--- src/rtl/bms_pkg.sv ---
package bms_pkg;
  localparam int CMD_W = 5;

  // requests are even, their replies are the next odd code
  typedef enum logic [CMD_W-1:0] {
    C_RD_BLK  = 5'd0,  C_RD_RPLY  = 5'd1,
    C_WR_BLK  = 5'd2,  C_WR_RPLY  = 5'd3,
    C_FL_BLK  = 5'd4,  C_FL_RPLY  = 5'd5,
    C_WS      = 5'd6,  C_WS_RPLY  = 5'd7,
    C_CWS     = 5'd8,  C_CWS_RPLY = 5'd9,
    C_IOR     = 5'd10, C_IOR_RPLY = 5'd11,
    C_IOW     = 5'd12, C_IOW_RPLY = 5'd13,
    C_BIOW    = 5'd14, C_BIOW_RPLY= 5'd15,
    C_MAP     = 5'd16, C_MAP_RPLY = 5'd17,
    C_DEMAP   = 5'd18, C_DEMAP_RPLY = 5'd19
  } bms_cmd_e;
endpackage

--- src/rtl/bms_snoop_delay.sv ---
module bms_snoop_delay #(
  parameter int W   = 8,
  parameter int DLY = 4,
  localparam int OW = $clog2(DLY + 1)
) (
  input  logic          clk,
  input  logic          rst_n,
  input  logic          in_vld,
  input  logic [W-1:0]  in_pkt,
  output logic          out_vld,
  output logic [W-1:0]  out_pkt,
  output logic [OW-1:0] occ
);
  logic [DLY-1:0]        vld_q, vld_d;
  logic [DLY-1:0][W-1:0] pkt_q, pkt_d;

  for (genvar g = 0; g < DLY; g++) begin : g_stage
    if (g == 0) begin : g_head
      assign vld_d[g] = in_vld;
      assign pkt_d[g] = in_pkt;
    end else begin : g_body
      assign vld_d[g] = vld_q[g-1];
      assign pkt_d[g] = pkt_q[g-1];
    end
  end

  always_ff @(posedge clk or negedge rst_n) begin
    if (!rst_n) vld_q <= '0;
    else        vld_q <= vld_d;
  end

  always_ff @(posedge clk) begin
    for (int i = 0; i < DLY; i++)
      if (vld_d[i]) pkt_q[i] <= pkt_d[i];
  end

  always_comb begin
    occ = '0;
    for (int i = 0; i < DLY; i++) occ = occ + OW'(vld_q[i]);
  end

  assign out_vld = vld_q[DLY-1];
  assign out_pkt = pkt_q[DLY-1];
endmodule

--- src/rtl/bms_reply_fifo.sv ---
module bms_reply_fifo #(
  parameter int W     = 8,
  parameter int DEPTH = 4,
  localparam int PW   = (DEPTH > 1) ? $clog2(DEPTH) : 1,
  localparam int CW   = $clog2(DEPTH + 1)
) (
  input  logic          clk,
  input  logic          rst_n,
  input  logic          push,
  input  logic [W-1:0]  push_pkt,
  input  logic          rd_rdy,
  output logic          out_vld,
  output logic [W-1:0]  out_pkt,
  output logic [CW-1:0] cnt
);
  logic [W-1:0]  store_q [DEPTH];
  logic [PW-1:0] wp_q, wp_d, rp_q, rp_d;
  logic [CW-1:0] cnt_q, cnt_d;
  logic          pop;

  assign out_vld = (cnt_q != '0);
  assign pop     = out_vld && rd_rdy;
  assign out_pkt = store_q[rp_q];
  assign cnt     = cnt_q;

  always_comb begin
    wp_d  = wp_q;
    rp_d  = rp_q;
    cnt_d = cnt_q;
    if (push) wp_d = (wp_q == PW'(DEPTH - 1)) ? '0 : wp_q + 1'b1;
    if (pop)  rp_d = (rp_q == PW'(DEPTH - 1)) ? '0 : rp_q + 1'b1;
    if (push && !pop)      cnt_d = cnt_q + 1'b1;
    else if (pop && !push) cnt_d = cnt_q - 1'b1;
  end

  always_ff @(posedge clk or negedge rst_n) begin
    if (!rst_n) begin
      wp_q  <= '0;
      rp_q  <= '0;
      cnt_q <= '0;
    end else begin
      wp_q  <= wp_d;
      rp_q  <= rp_d;
      cnt_q <= cnt_d;
    end
  end

  always_ff @(posedge clk) begin
    if (push) store_q[wp_q] <= push_pkt;
  end

  AST_NO_OVERFLOW: assert property (@(posedge clk) disable iff (!rst_n)
    push |-> (cnt_q < CW'(DEPTH)));
  AST_HEAD_HELD: assert property (@(posedge clk) disable iff (!rst_n)
    (out_vld && !rd_rdy) |=> (out_vld && $stable(out_pkt)));
endmodule

--- src/rtl/bms_backing.sv ---
module bms_backing #(
  parameter int DATA_W = 32,
  parameter int MEM_AW = 4,
  parameter int IO_AW  = 2,
  localparam int MEM_N = 1 << MEM_AW,
  localparam int IO_N  = 1 << IO_AW
) (
  input  logic              clk,
  input  logic              rst_n,
  input  logic              mem_we,
  input  logic [MEM_AW-1:0] mem_idx,
  input  logic [DATA_W-1:0] mem_wdata,
  output logic [DATA_W-1:0] mem_rdata,
  input  logic              io_we,
  input  logic [IO_AW-1:0]  io_idx,
  input  logic [DATA_W-1:0] io_wdata,
  output logic [DATA_W-1:0] io_rdata
);
  logic [DATA_W-1:0] word_q [MEM_N];
  logic [DATA_W-1:0] io_q   [IO_N];

  always_ff @(posedge clk) begin
    if (mem_we) word_q[mem_idx] <= mem_wdata;
  end

  always_ff @(posedge clk or negedge rst_n) begin
    if (!rst_n) begin
      for (int i = 0; i < IO_N; i++) io_q[i] <= '0;
    end else if (io_we) begin
      io_q[io_idx] <= io_wdata;
    end
  end

  assign mem_rdata = word_q[mem_idx];
  assign io_rdata  = io_q[io_idx];
endmodule

--- src/rtl/bus_mem_slave.sv ---
module bus_mem_slave
  import bms_pkg::*;
#(
  parameter int ID_W       = 4,
  parameter int ADDR_W     = 8,
  parameter int DATA_W     = 32,
  parameter int MEM_AW     = 4,
  parameter int IO_AW      = 2,
  parameter logic [ADDR_W-IO_AW-1:0] IO_BASE = '1,
  parameter int SNOOP_DLY  = 4,
  parameter int FIFO_DEPTH = 4,
  localparam int QW = CMD_W + ID_W + ADDR_W + 2 * DATA_W,
  localparam int RW = QW + 1,
  localparam int OW = $clog2(SNOOP_DLY + 1),
  localparam int CW = $clog2(FIFO_DEPTH + 1)
) (
  input  logic              clk,
  input  logic              rst_n,
  input  logic              req_valid,
  output logic              req_ready,
  input  logic [CMD_W-1:0]  req_cmd,
  input  logic [ID_W-1:0]   req_id,
  input  logic [ADDR_W-1:0] req_addr,
  input  logic [DATA_W-1:0] req_data,
  input  logic [DATA_W-1:0] req_old,
  input  logic              snp_shared,
  input  logic              snp_owner,
  output logic              rply_valid,
  input  logic              rply_ready,
  output logic [CMD_W-1:0]  rply_cmd,
  output logic [ID_W-1:0]   rply_id,
  output logic              rply_shared,
  output logic [ADDR_W-1:0] rply_addr,
  output logic [DATA_W-1:0] rply_data,
  output logic [DATA_W-1:0] rply_old
);
  logic              x_vld;
  logic [QW-1:0]     x_pkt;
  logic [OW-1:0]     dly_occ;
  logic [CW-1:0]     fifo_cnt;
  logic [15:0]       pending;
  logic              accept;

  logic [CMD_W-1:0]  x_cmd;
  logic [ID_W-1:0]   x_id;
  logic [ADDR_W-1:0] x_addr;
  logic [DATA_W-1:0] x_data, x_old;
  logic              io_hit;

  logic              push;
  logic [CMD_W-1:0]  r_cmd;
  logic              r_shared;
  logic [DATA_W-1:0] r_data, r_old;
  logic              mem_we, io_we;
  logic [DATA_W-1:0] mem_rdata, io_rdata;
  logic [RW-1:0]     head_pkt;

  // space is reserved for every request still inside the snoop window
  assign pending   = 16'(fifo_cnt) + 16'(dly_occ);
  assign req_ready = (pending < 16'(FIFO_DEPTH));
  assign accept    = req_valid && req_ready;

  bms_snoop_delay #(.W(QW), .DLY(SNOOP_DLY)) u_dly (
    .clk    (clk),
    .rst_n  (rst_n),
    .in_vld (accept),
    .in_pkt ({req_cmd, req_id, req_addr, req_data, req_old}),
    .out_vld(x_vld),
    .out_pkt(x_pkt),
    .occ    (dly_occ)
  );

  assign {x_cmd, x_id, x_addr, x_data, x_old} = x_pkt;
  assign io_hit = (x_addr[ADDR_W-1:IO_AW] == IO_BASE);

  always_comb begin
    push     = 1'b0;
    r_cmd    = x_cmd | CMD_W'(1);
    r_shared = 1'b0;
    r_data   = '0;
    r_old    = '0;
    mem_we   = 1'b0;
    io_we    = 1'b0;
    if (x_vld) begin
      case (x_cmd)
        C_RD_BLK: begin
          push     = !snp_owner;
          r_shared = snp_shared;
          r_data   = mem_rdata;
        end
        C_WR_BLK, C_FL_BLK: begin
          mem_we = 1'b1;
          push   = 1'b1;
          r_cmd  = C_FL_RPLY;
        end
        C_WS: begin
          push     = 1'b1;
          r_shared = snp_shared;
          r_data   = x_data;
        end
        C_CWS: begin
          push     = 1'b1;
          r_shared = snp_shared;
          r_data   = x_data;
          r_old    = x_old;
        end
        C_IOR: begin
          push   = io_hit;
          r_data = io_rdata;
        end
        C_IOW: begin
          push   = io_hit;
          io_we  = io_hit;
          r_data = x_data;
        end
        C_BIOW: begin
          push   = 1'b1;
          r_data = x_data;
        end
        C_DEMAP: push = 1'b1;
        default: push = 1'b0;
      endcase
    end
  end

  bms_backing #(.DATA_W(DATA_W), .MEM_AW(MEM_AW), .IO_AW(IO_AW)) u_back (
    .clk      (clk),
    .rst_n    (rst_n),
    .mem_we   (mem_we),
    .mem_idx  (x_addr[MEM_AW-1:0]),
    .mem_wdata(x_data),
    .mem_rdata(mem_rdata),
    .io_we    (io_we),
    .io_idx   (x_addr[IO_AW-1:0]),
    .io_wdata (x_data),
    .io_rdata (io_rdata)
  );

  bms_reply_fifo #(.W(RW), .DEPTH(FIFO_DEPTH)) u_fifo (
    .clk     (clk),
    .rst_n   (rst_n),
    .push    (push),
    .push_pkt({r_cmd, x_id, r_shared, x_addr, r_data, r_old}),
    .rd_rdy  (rply_ready),
    .out_vld (rply_valid),
    .out_pkt (head_pkt),
    .cnt     (fifo_cnt)
  );

  assign {rply_cmd, rply_id, rply_shared, rply_addr, rply_data, rply_old} = head_pkt;

  AST_FULL_STALLS: assert property (@(posedge clk) disable iff (!rst_n)
    (fifo_cnt == CW'(FIFO_DEPTH)) |-> !req_ready);
  AST_OWNER_ABORTS: assert property (@(posedge clk) disable iff (!rst_n)
    (x_vld && x_cmd == C_RD_BLK && snp_owner && !(rply_valid && rply_ready))
      |=> (fifo_cnt == $past(fifo_cnt)));
  AST_REPLY_ODD: assert property (@(posedge clk) disable iff (!rst_n)
    rply_valid |-> rply_cmd[0]);
  AST_FLUSH_UNSHARED: assert property (@(posedge clk) disable iff (!rst_n)
    (rply_valid && rply_cmd == C_FL_RPLY) |-> !rply_shared);
endmodule

--- config.mk ---
export PLATFORM = sky130hd
export DESIGN_NAME = bus_mem_slave
export DESIGN_NICKNAME = d
export VERILOG_FILES = /design/src/rtl/bms_pkg.sv /design/src/rtl/bms_snoop_delay.sv /design/src/rtl/bms_reply_fifo.sv /design/src/rtl/bms_backing.sv /design/src/rtl/bus_mem_slave.sv
export SDC_FILE = /design/constraint.sdc
export NUM_CORES = 1
export LEC_CHECK = 0
export BUFFER_PORTS_ARGS = -buffer_cell sky130_fd_sc_hd__buf_2
export CAP_MARGIN = 30
export CORE_MARGIN = 10
export CORE_UTILIZATION = 60
export CTS_CLUSTER_DIAMETER = 40
export DETAILED_ROUTE_END_ITERATION = 10
export MAX_ROUTING_LAYER = met4
export PLACE_DENSITY = 0.87
export SLEW_MARGIN = 20
export SYNTH_ARGS = -nofsm -noshare
export SYNTH_HDL_FRONTEND = slang
export SYNTH_SLANG_ARGS = --single-unit
--- constraint.sdc ---
create_clock -name clk -period 8.4 [get_ports clk]
set_input_delay 1.68 -clock clk [delete_from_list [all_inputs] [get_ports clk]]
set_output_delay 1.68 -clock clk [all_outputs]
set_load 0.02 [all_outputs]
==> summary.txt, run 1 <==
later-pin clock latency in the skew report - 0.74 ns
worst setup path endpoint - req_ready
Critical Path RT - 6.72 ns
sw power - 4.90 mW
Rows - 103
final WL - 121000 µm
Die Y-Extent - 303 µm
internal power - 12.7 mW
drt drc - 0
Period minus WS final - 5.36 ns
Sequential Power Share - 49.0%
CTS hold repair buffers - 0
Critical R2R Launch - u_dly.vld_q[1]
Worst slew margin - 31.3%
Top Ports - 171
syn nets - 2389
mapped cell area - 48100 µm²
Max rail drop VDD - 0.263 mV
ys async rst share - 10.7%
largest net degree at the start of global routing - 85
Max Clock Freq - 187 MHz
clock skew - 0.0289 ns
status - finished, final reports clean
cts repair resizes - 0
final non-filler cell total - 3700
CP endpoint kind - output port
clock-pin slew on the worst setup and hold paths - 0.06 ns
Final Cycle Share - 63.8%
Setup Fix Bufs, Post-CTS - 0
RD Place Congestion - 0.801
Max-cap violations - 0
Area growth, synth to finish - 14.6%
Clk network pwr share - 35.8%
first-pass GRT wire length - 176000 µm
Iter 0 DRT Violations - 3576
Hold Vio Cnt, Final - 0
worst-path maximum fanout - 45
Setup TNS - 0 ns
RSZ-0062 raised after global routing - false
Synth Flop Type - edfxtp_1
Root Buffer - clkbuf_16
setup slack, reg-to-reg - 4.10 ns
CTS tree - done
CP Launch Point - u_dly.vld_q[1]
Tightest Pin Transition - 1.03 ns
H-tree levels - 4
Worst Path Arrival - 3.68 ns
CTS buffer count - 139
Pwr Density - 320 nW/µm²
most frequent cell after synthesis - edfxtp_1
Worst setup SP type - flip-flop
Placed Instances - 3443
vias - 25100
final instance area - 55100 µm²
grt total ovfl - 0
Synth warnings - 0
synthesized flop and latch total - 1303
Via-to-Cell Ratio - 6.79
Core Box Area - 79300 µm²
Reg2Reg Depth - 11
1st-pass router iterations - 5
switch share - 27.8%
placed standard-cell area - 50300 µm²
Post-Synthesis Cells - 2290
die width - 303 µm
vias in the first global route - 26100
sequential area share after synthesis - 79.9%
fraction of layout cells with a size suffix above 1 - 30.4%
Slew Viols, Final - 0
EDFF count, synth - 1160
Yosys top cell by area - edfxtp_1
initial antenna violation count - 5
initial cell density of the core - 60.6%
GRT Total Usage - 27.1%
logic gate share of total power - 15.3%
Synth top area share - 72.5%
Avg Inst Size Synth - 21.0 µm²
worst min-delay path category - flip-flop to flip-flop
Final ANT Viol Nets - 0
Overall Power - 17.6 mW
Worst R2R End - u_dly.pkt_d[84]
top cells by count, synth - 1160 x edfxtp_1, 177 x mux4_2, 151 x mux2_2
port buffer count - 169
top post-synthesis cells by area - edfxtp_1 72%, mux4_2 8.3%, dfrtp_1 7.2%
Worst Path Class, Setup - flip-flop to output port
Max clock buf depth - 3
fin nets - 2635
P_leak - 19.4 nW
Die ar. - 91800 µm²
HPWL Detailed - 63000 µm
routed len/inst - 32.6 µm
Netlist cell types - 51
final setup violation count - 0
CTS sink count - 1303
## power groups by stage
stage / registers [mW] / clock network [mW] / logic, mW
final: 8.63 / 6.31 / 2.69
after global routing: 8.68 / 6.59 / 2.82
after CTS: 8.61 / 6.35 / 2.69
after detailed placement: 8.70 / 0 / 2.61
after global placement: 8.68 / 0 / 2.46
after floorplan: 8.41 / 0 / 1.85
## flip-flops by register name (all words and copies together) (netlist names), named ones only
register and cells:
u_dly.pkt_d 243, u_back.word_q 512, u_fifo.cnt 3, u_back.io_q 128
u_fifo.rp_q 2, u_fifo.wp_q 2, u_dly.out_pkt 81, u_dly.vld_q 4
u_fifo.store_q 324
## metal layers
layer  up-vias  routed length [µm]  GRT usage (%)
met3       432               13300           6.24
met4         0                6550           14.2
met1     12800               40400           32.9
met2      2107               60200           42.6
met5         -                   0              -
li1       9803                   -              -
## critical path: stages (launching register included)
cell     delay, ns
dfrtp_4       0.75
ha_1          0.41
inv_1         0.05
fa_1          0.37
inv_1         0.10
ha_1          0.25
ha_1          0.28
nand2_1       0.08
nor2_1        0.05
nor4_1        0.36
buf_2         0.26
## layout by cell type (no fill, tap or decap), types with 4 or more instances in the layout
master	count
buf_4	50
bufinv_16	15
clkbuf_16	146
dfrtp_1	134
mux2_2	151
edfxtp_1	1160
mux2_1	17
or2_2	4
and2_4	5
o211a_1	17
clkbuf_8	7
nor2_4	9
clkinv_2	17
clkinv_8	4
inv_1	8
and2_1	33
clkinvlp_4	4
nand3b_1	4
dfrtp_4	5
a32oi_1	32
buf_2	168
ha_1	10
nand2b_1	40
nand4_1	32
o21ai_0	19
a21oi_1	47
clkbuf_1	26
o22ai_1	63
clkinv_1	14
mux2i_1	32
nor2_1	40
mux4_2	177
nand2_1	70
inv_6	16
nor3_2	4
o211ai_1	14
## area by class of cell
class,instances,area [µm²]
Sequential cell,1303,38400
Antenna cell,2,5.00
Timing Repair Buffer,224,1340
Inverter,9,33.8
Tap cell,1050,1310
Clock inverter,74,871
Multi-Input combinational cell,859,9260
Clock buffer,179,3850
Fill cell,4306,24200
## kinds of logic (layout without fill, tap and decap cells)
kind of cell / after synthesis / count (layout) / share of synthesized area [%]
other cells: 1 / 3 / 0.00780
compound gates: 201 / 201 / 2.81
simple gates: 264 / 264 / 2.87
fa+ha+maj: 12 / 12 / 0.344
flops: 1303 / 1303 / 79.9
mux: 377 / 377 / 12.9
buf+inv: 128 / 486 / 1.13
xor+xnor: 4 / 4 / 0.0729
## per-stage QoR
stage | worst slack, ns | hold slack, ns | utilization [%]
3_5_place_dp | 3.77 | 0.405 | 63.5
3_3_place_gp | 3.80 | 0.401 | 63.4
2_1_floorplan | 1.86 | 0.400 | -
4_1_cts | 2.96 | 0.401 | 69.4
6_report | 3.04 | 0.403 | 69.5
5_1_grt | 2.85 | 0.407 | 69.5
## worst min-delay path by stage
stage	end	slack [ns]	depth (start not counted)	start
after floorplan	u_dly.out_pkt[0]	0.40	0	u_dly.pkt_d[243]
after global placement	u_dly.out_pkt[16]	0.40	0	u_dly.pkt_d[259]
after detailed placement	u_dly.out_pkt[37]	0.40	0	u_dly.pkt_d[280]
after CTS	u_dly.pkt_d[164]	0.40	0	u_dly.pkt_d[83]
after global routing	u_dly.pkt_d[164]	0.41	0	u_dly.pkt_d[83]
final	u_dly.pkt_d[164]	0.40	0	u_dly.pkt_d[83]
(Power assumes the default switching activity.)
==> run 2: changes to the inputs <==
clock period = 5.6 ns   (was 8.4 ns; I/O delays follow)
==> run 2 against run 1 <==
  * Clock power is 47% higher
  * Count of clock-buffer cells in the layout fell by 1
  * Combinational power grew 57%
  * Hold slack better by 0.0024 ns
  * Wire length is 2.7% higher
  * Clock skew rose by 0.0053 ns
  * Worst setup slack worse by 2.1 ns
  * Die area is the same
  * Sequential power rose by 49%
  * Critical path type unchanged
  * Largest cell class unchanged
==> summary.txt, run 2 (synthesized netlist as in run 1, its figures left out) <==
Critical Path RT - 4.48 ns (-2.24 ns)
vias - 25700 (+2.1%)
Tightest Pin Transition - 1.06 ns (+0.0299 ns)
initial cell density of the core - 60.6% (unchanged)
clock skew - 0.0342 ns (+0.00527 ns)
final core occ - 69.6% (+0.14 points)
Top Ports - 171 (unchanged)
die width - 303 µm (unchanged)
Root Buffer - clkbuf_16
GRT Total Usage - 27.5% (+0.34 points)
CTS tree - done
1st-pass router iterations - 5 (unchanged)
routed len/inst - 33.4 µm (+2.4%)
fin nets - 2642 (+0.27%)
Area growth, synth to finish - 14.8%
Max Clock Freq - 216 MHz
later-pin clock latency in the skew report - 0.75 ns (about the same)
worst-path maximum fanout - 2 (-96%)
RSZ-0062 raised after global routing - false
Setup Fix Bufs, Post-CTS - 0 (unchanged)
RD Place Congestion - 0.818 (+2.1%)
Reg2Reg Depth - 7 (-4)
CP endpoint kind - output port
CP Launch Point - u_dly.vld_q[0]
CTS hold repair buffers - 0 (unchanged)
Worst setup SP type - flip-flop
final WL - 124000 µm (+2.7%)
Final Cycle Share - 82.5%
Max rail drop VDD - 0.327 mV (+24%)
Max-cap violations - 0 (unchanged)
first-pass GRT wire length - 178000 µm (+1.4%)
Final ANT Viol Nets - 0 (unchanged)
fraction of layout cells with a size suffix above 1 - 30.4% (about the same)
grt total ovfl - 0 (unchanged)
Via-to-Cell Ratio - 6.92 (+1.8%)
Rows - 103 (unchanged)
Max clock buf depth - 3 (unchanged)
Die Y-Extent - 303 µm (unchanged)
Iter 0 DRT Violations - 4276 (+20%)
Overall Power - 26.4 mW (+50%)
Period minus WS final - 4.62 ns
Hold Vio Cnt, Final - 0 (unchanged)
H-tree levels - 4 (unchanged)
final setup violation count - 0 (unchanged)
status - finished, final reports clean
cts repair resizes - 0 (unchanged)
vias in the first global route - 26200 (+0.33%)
worst min-delay path category - flip-flop to flip-flop
HPWL Detailed - 64000 µm (+1.5%)
most frequent cells in the layout - 1160 x edfxtp_1, 177 x mux4_2, 168 x buf_2, 151 x mux2_2, 147 x clkbuf_16
setup slack, reg-to-reg - 1.59 ns (-2.51 ns)
Worst slew margin - 29.5% (-1.8 points)
Core Box Area - 79300 µm² (unchanged)
CTS buffer count - 137 (-1.4%)
Slew Viols, Final - 0 (unchanged)
Largest Register - u_back.word_q
Die ar. - 91800 µm² (unchanged)
max reg flops - 512 (unchanged)
Critical R2R Launch - u_dly.out_pkt[80]
drt drc - 0 (unchanged)
worst setup path endpoint - req_ready
clock-pin slew on the worst setup and hold paths - 0.07 ns (about the same)
Worst R2R End - u_back.word_q[5][31]
Pwr Density - 478 nW/µm² (+50%)
P_leak - 19.5 nW (+0.14%)
Setup TNS - 0 ns (unchanged)
CTS sink count - 1303 (unchanged)
largest net degree at the start of global routing - 89 (+4.7%)
Worst Path Arrival - 3.50 ns (-0.18 ns)
commonest non-fill, non-tap cell in the layout - edfxtp_1
Worst Path Class, Setup - flip-flop to output port
port buffer count - 169 (unchanged)
initial antenna violation count - 4 (-1)
[run 2: cell types whose count changed in the layout (fill, tap and decap cells not counted), moves of 3 or more]
| cell | delta |
|---|---|
| clkinv_1 | +3 |
| buf_12 | +4 |
| inv_6 | -6 |
| clkbuf_8 | -4 |
| clkinv_2 | +3 |
| buf_16 | +3 |
[run 2: through the flow]
stage | hold WS (ns) | instance area, µm² | setup WS (ns) | instances
2_1_floorplan | 0.400 | 48100 | 0.775 | 2290
3_3_place_gp | 0.400 | 50300 | 1.57 | 3441
6_report | 0.405 | 55200 | 0.977 | 3709
5_1_grt | 0.413 | 55200 | 0.879 | 3708
3_5_place_dp | 0.405 | 50400 | 1.65 | 3447
4_1_cts | 0.403 | 55000 | 1.00 | 3699
[run 2: area by class of cell]
class,count,area (µm²)
Inverter,9,33.8
Clock inverter,74,805
Multi-Input combinational cell,859,9260
Fill cell,4181,24100
Timing Repair Buffer,233,1530
Clock buffer,178,3820
Tap cell,1050,1310
Antenna cell,3,7.51
Sequential cell,1303,38400
[run 2: where the power goes]
part | internal, mW | switching [mW] | leakage, nW
clock network | 5.47 | 3.80 | 2.25
logic | 1.59 | 2.62 | 4.51
registers | 11.9 | 0.995 | 12.7
total | 19.0 | 7.42 | 19.5
[run 2: metal layers]
layer	global-route usage, %	vias up	part of all wire (%)
met5	-	-	0
met4	12.5	0	4.9
met3	6.54	493	11
met2	43.9	2360	51
met1	33.2	13000	33
li1	-	9826	-
[run 2: worst max-delay path, cell delays in order (launching register included)]
cell and delay (ns):
dfrtp_4 0.48, ha_1 0.29, inv_1 0.06, fa_1 0.37
inv_1 0.07, ha_1 0.24, ha_1 0.30, nand2_1 0.08
nor2_1 0.04, nor4_1 0.53, buf_2 0.30
[run 2: how the worst min path moves through the flow]
stage	from	endpoint	slack, ns	depth (start not counted)
2_1_floorplan	u_dly.pkt_d[243]	u_dly.out_pkt[0]	0.40	0
3_3_place_gp	u_dly.pkt_d[261]	u_dly.out_pkt[18]	0.40	0
3_5_place_dp	u_dly.pkt_d[254]	u_dly.out_pkt[11]	0.40	0
4_1_cts	u_dly.pkt_d[228]	u_dly.pkt_d[309]	0.40	0
5_1_grt	u_dly.pkt_d[242]	u_dly.pkt_d[323]	0.41	0
6_report	u_dly.pkt_d[242]	u_dly.pkt_d[323]	0.40	0
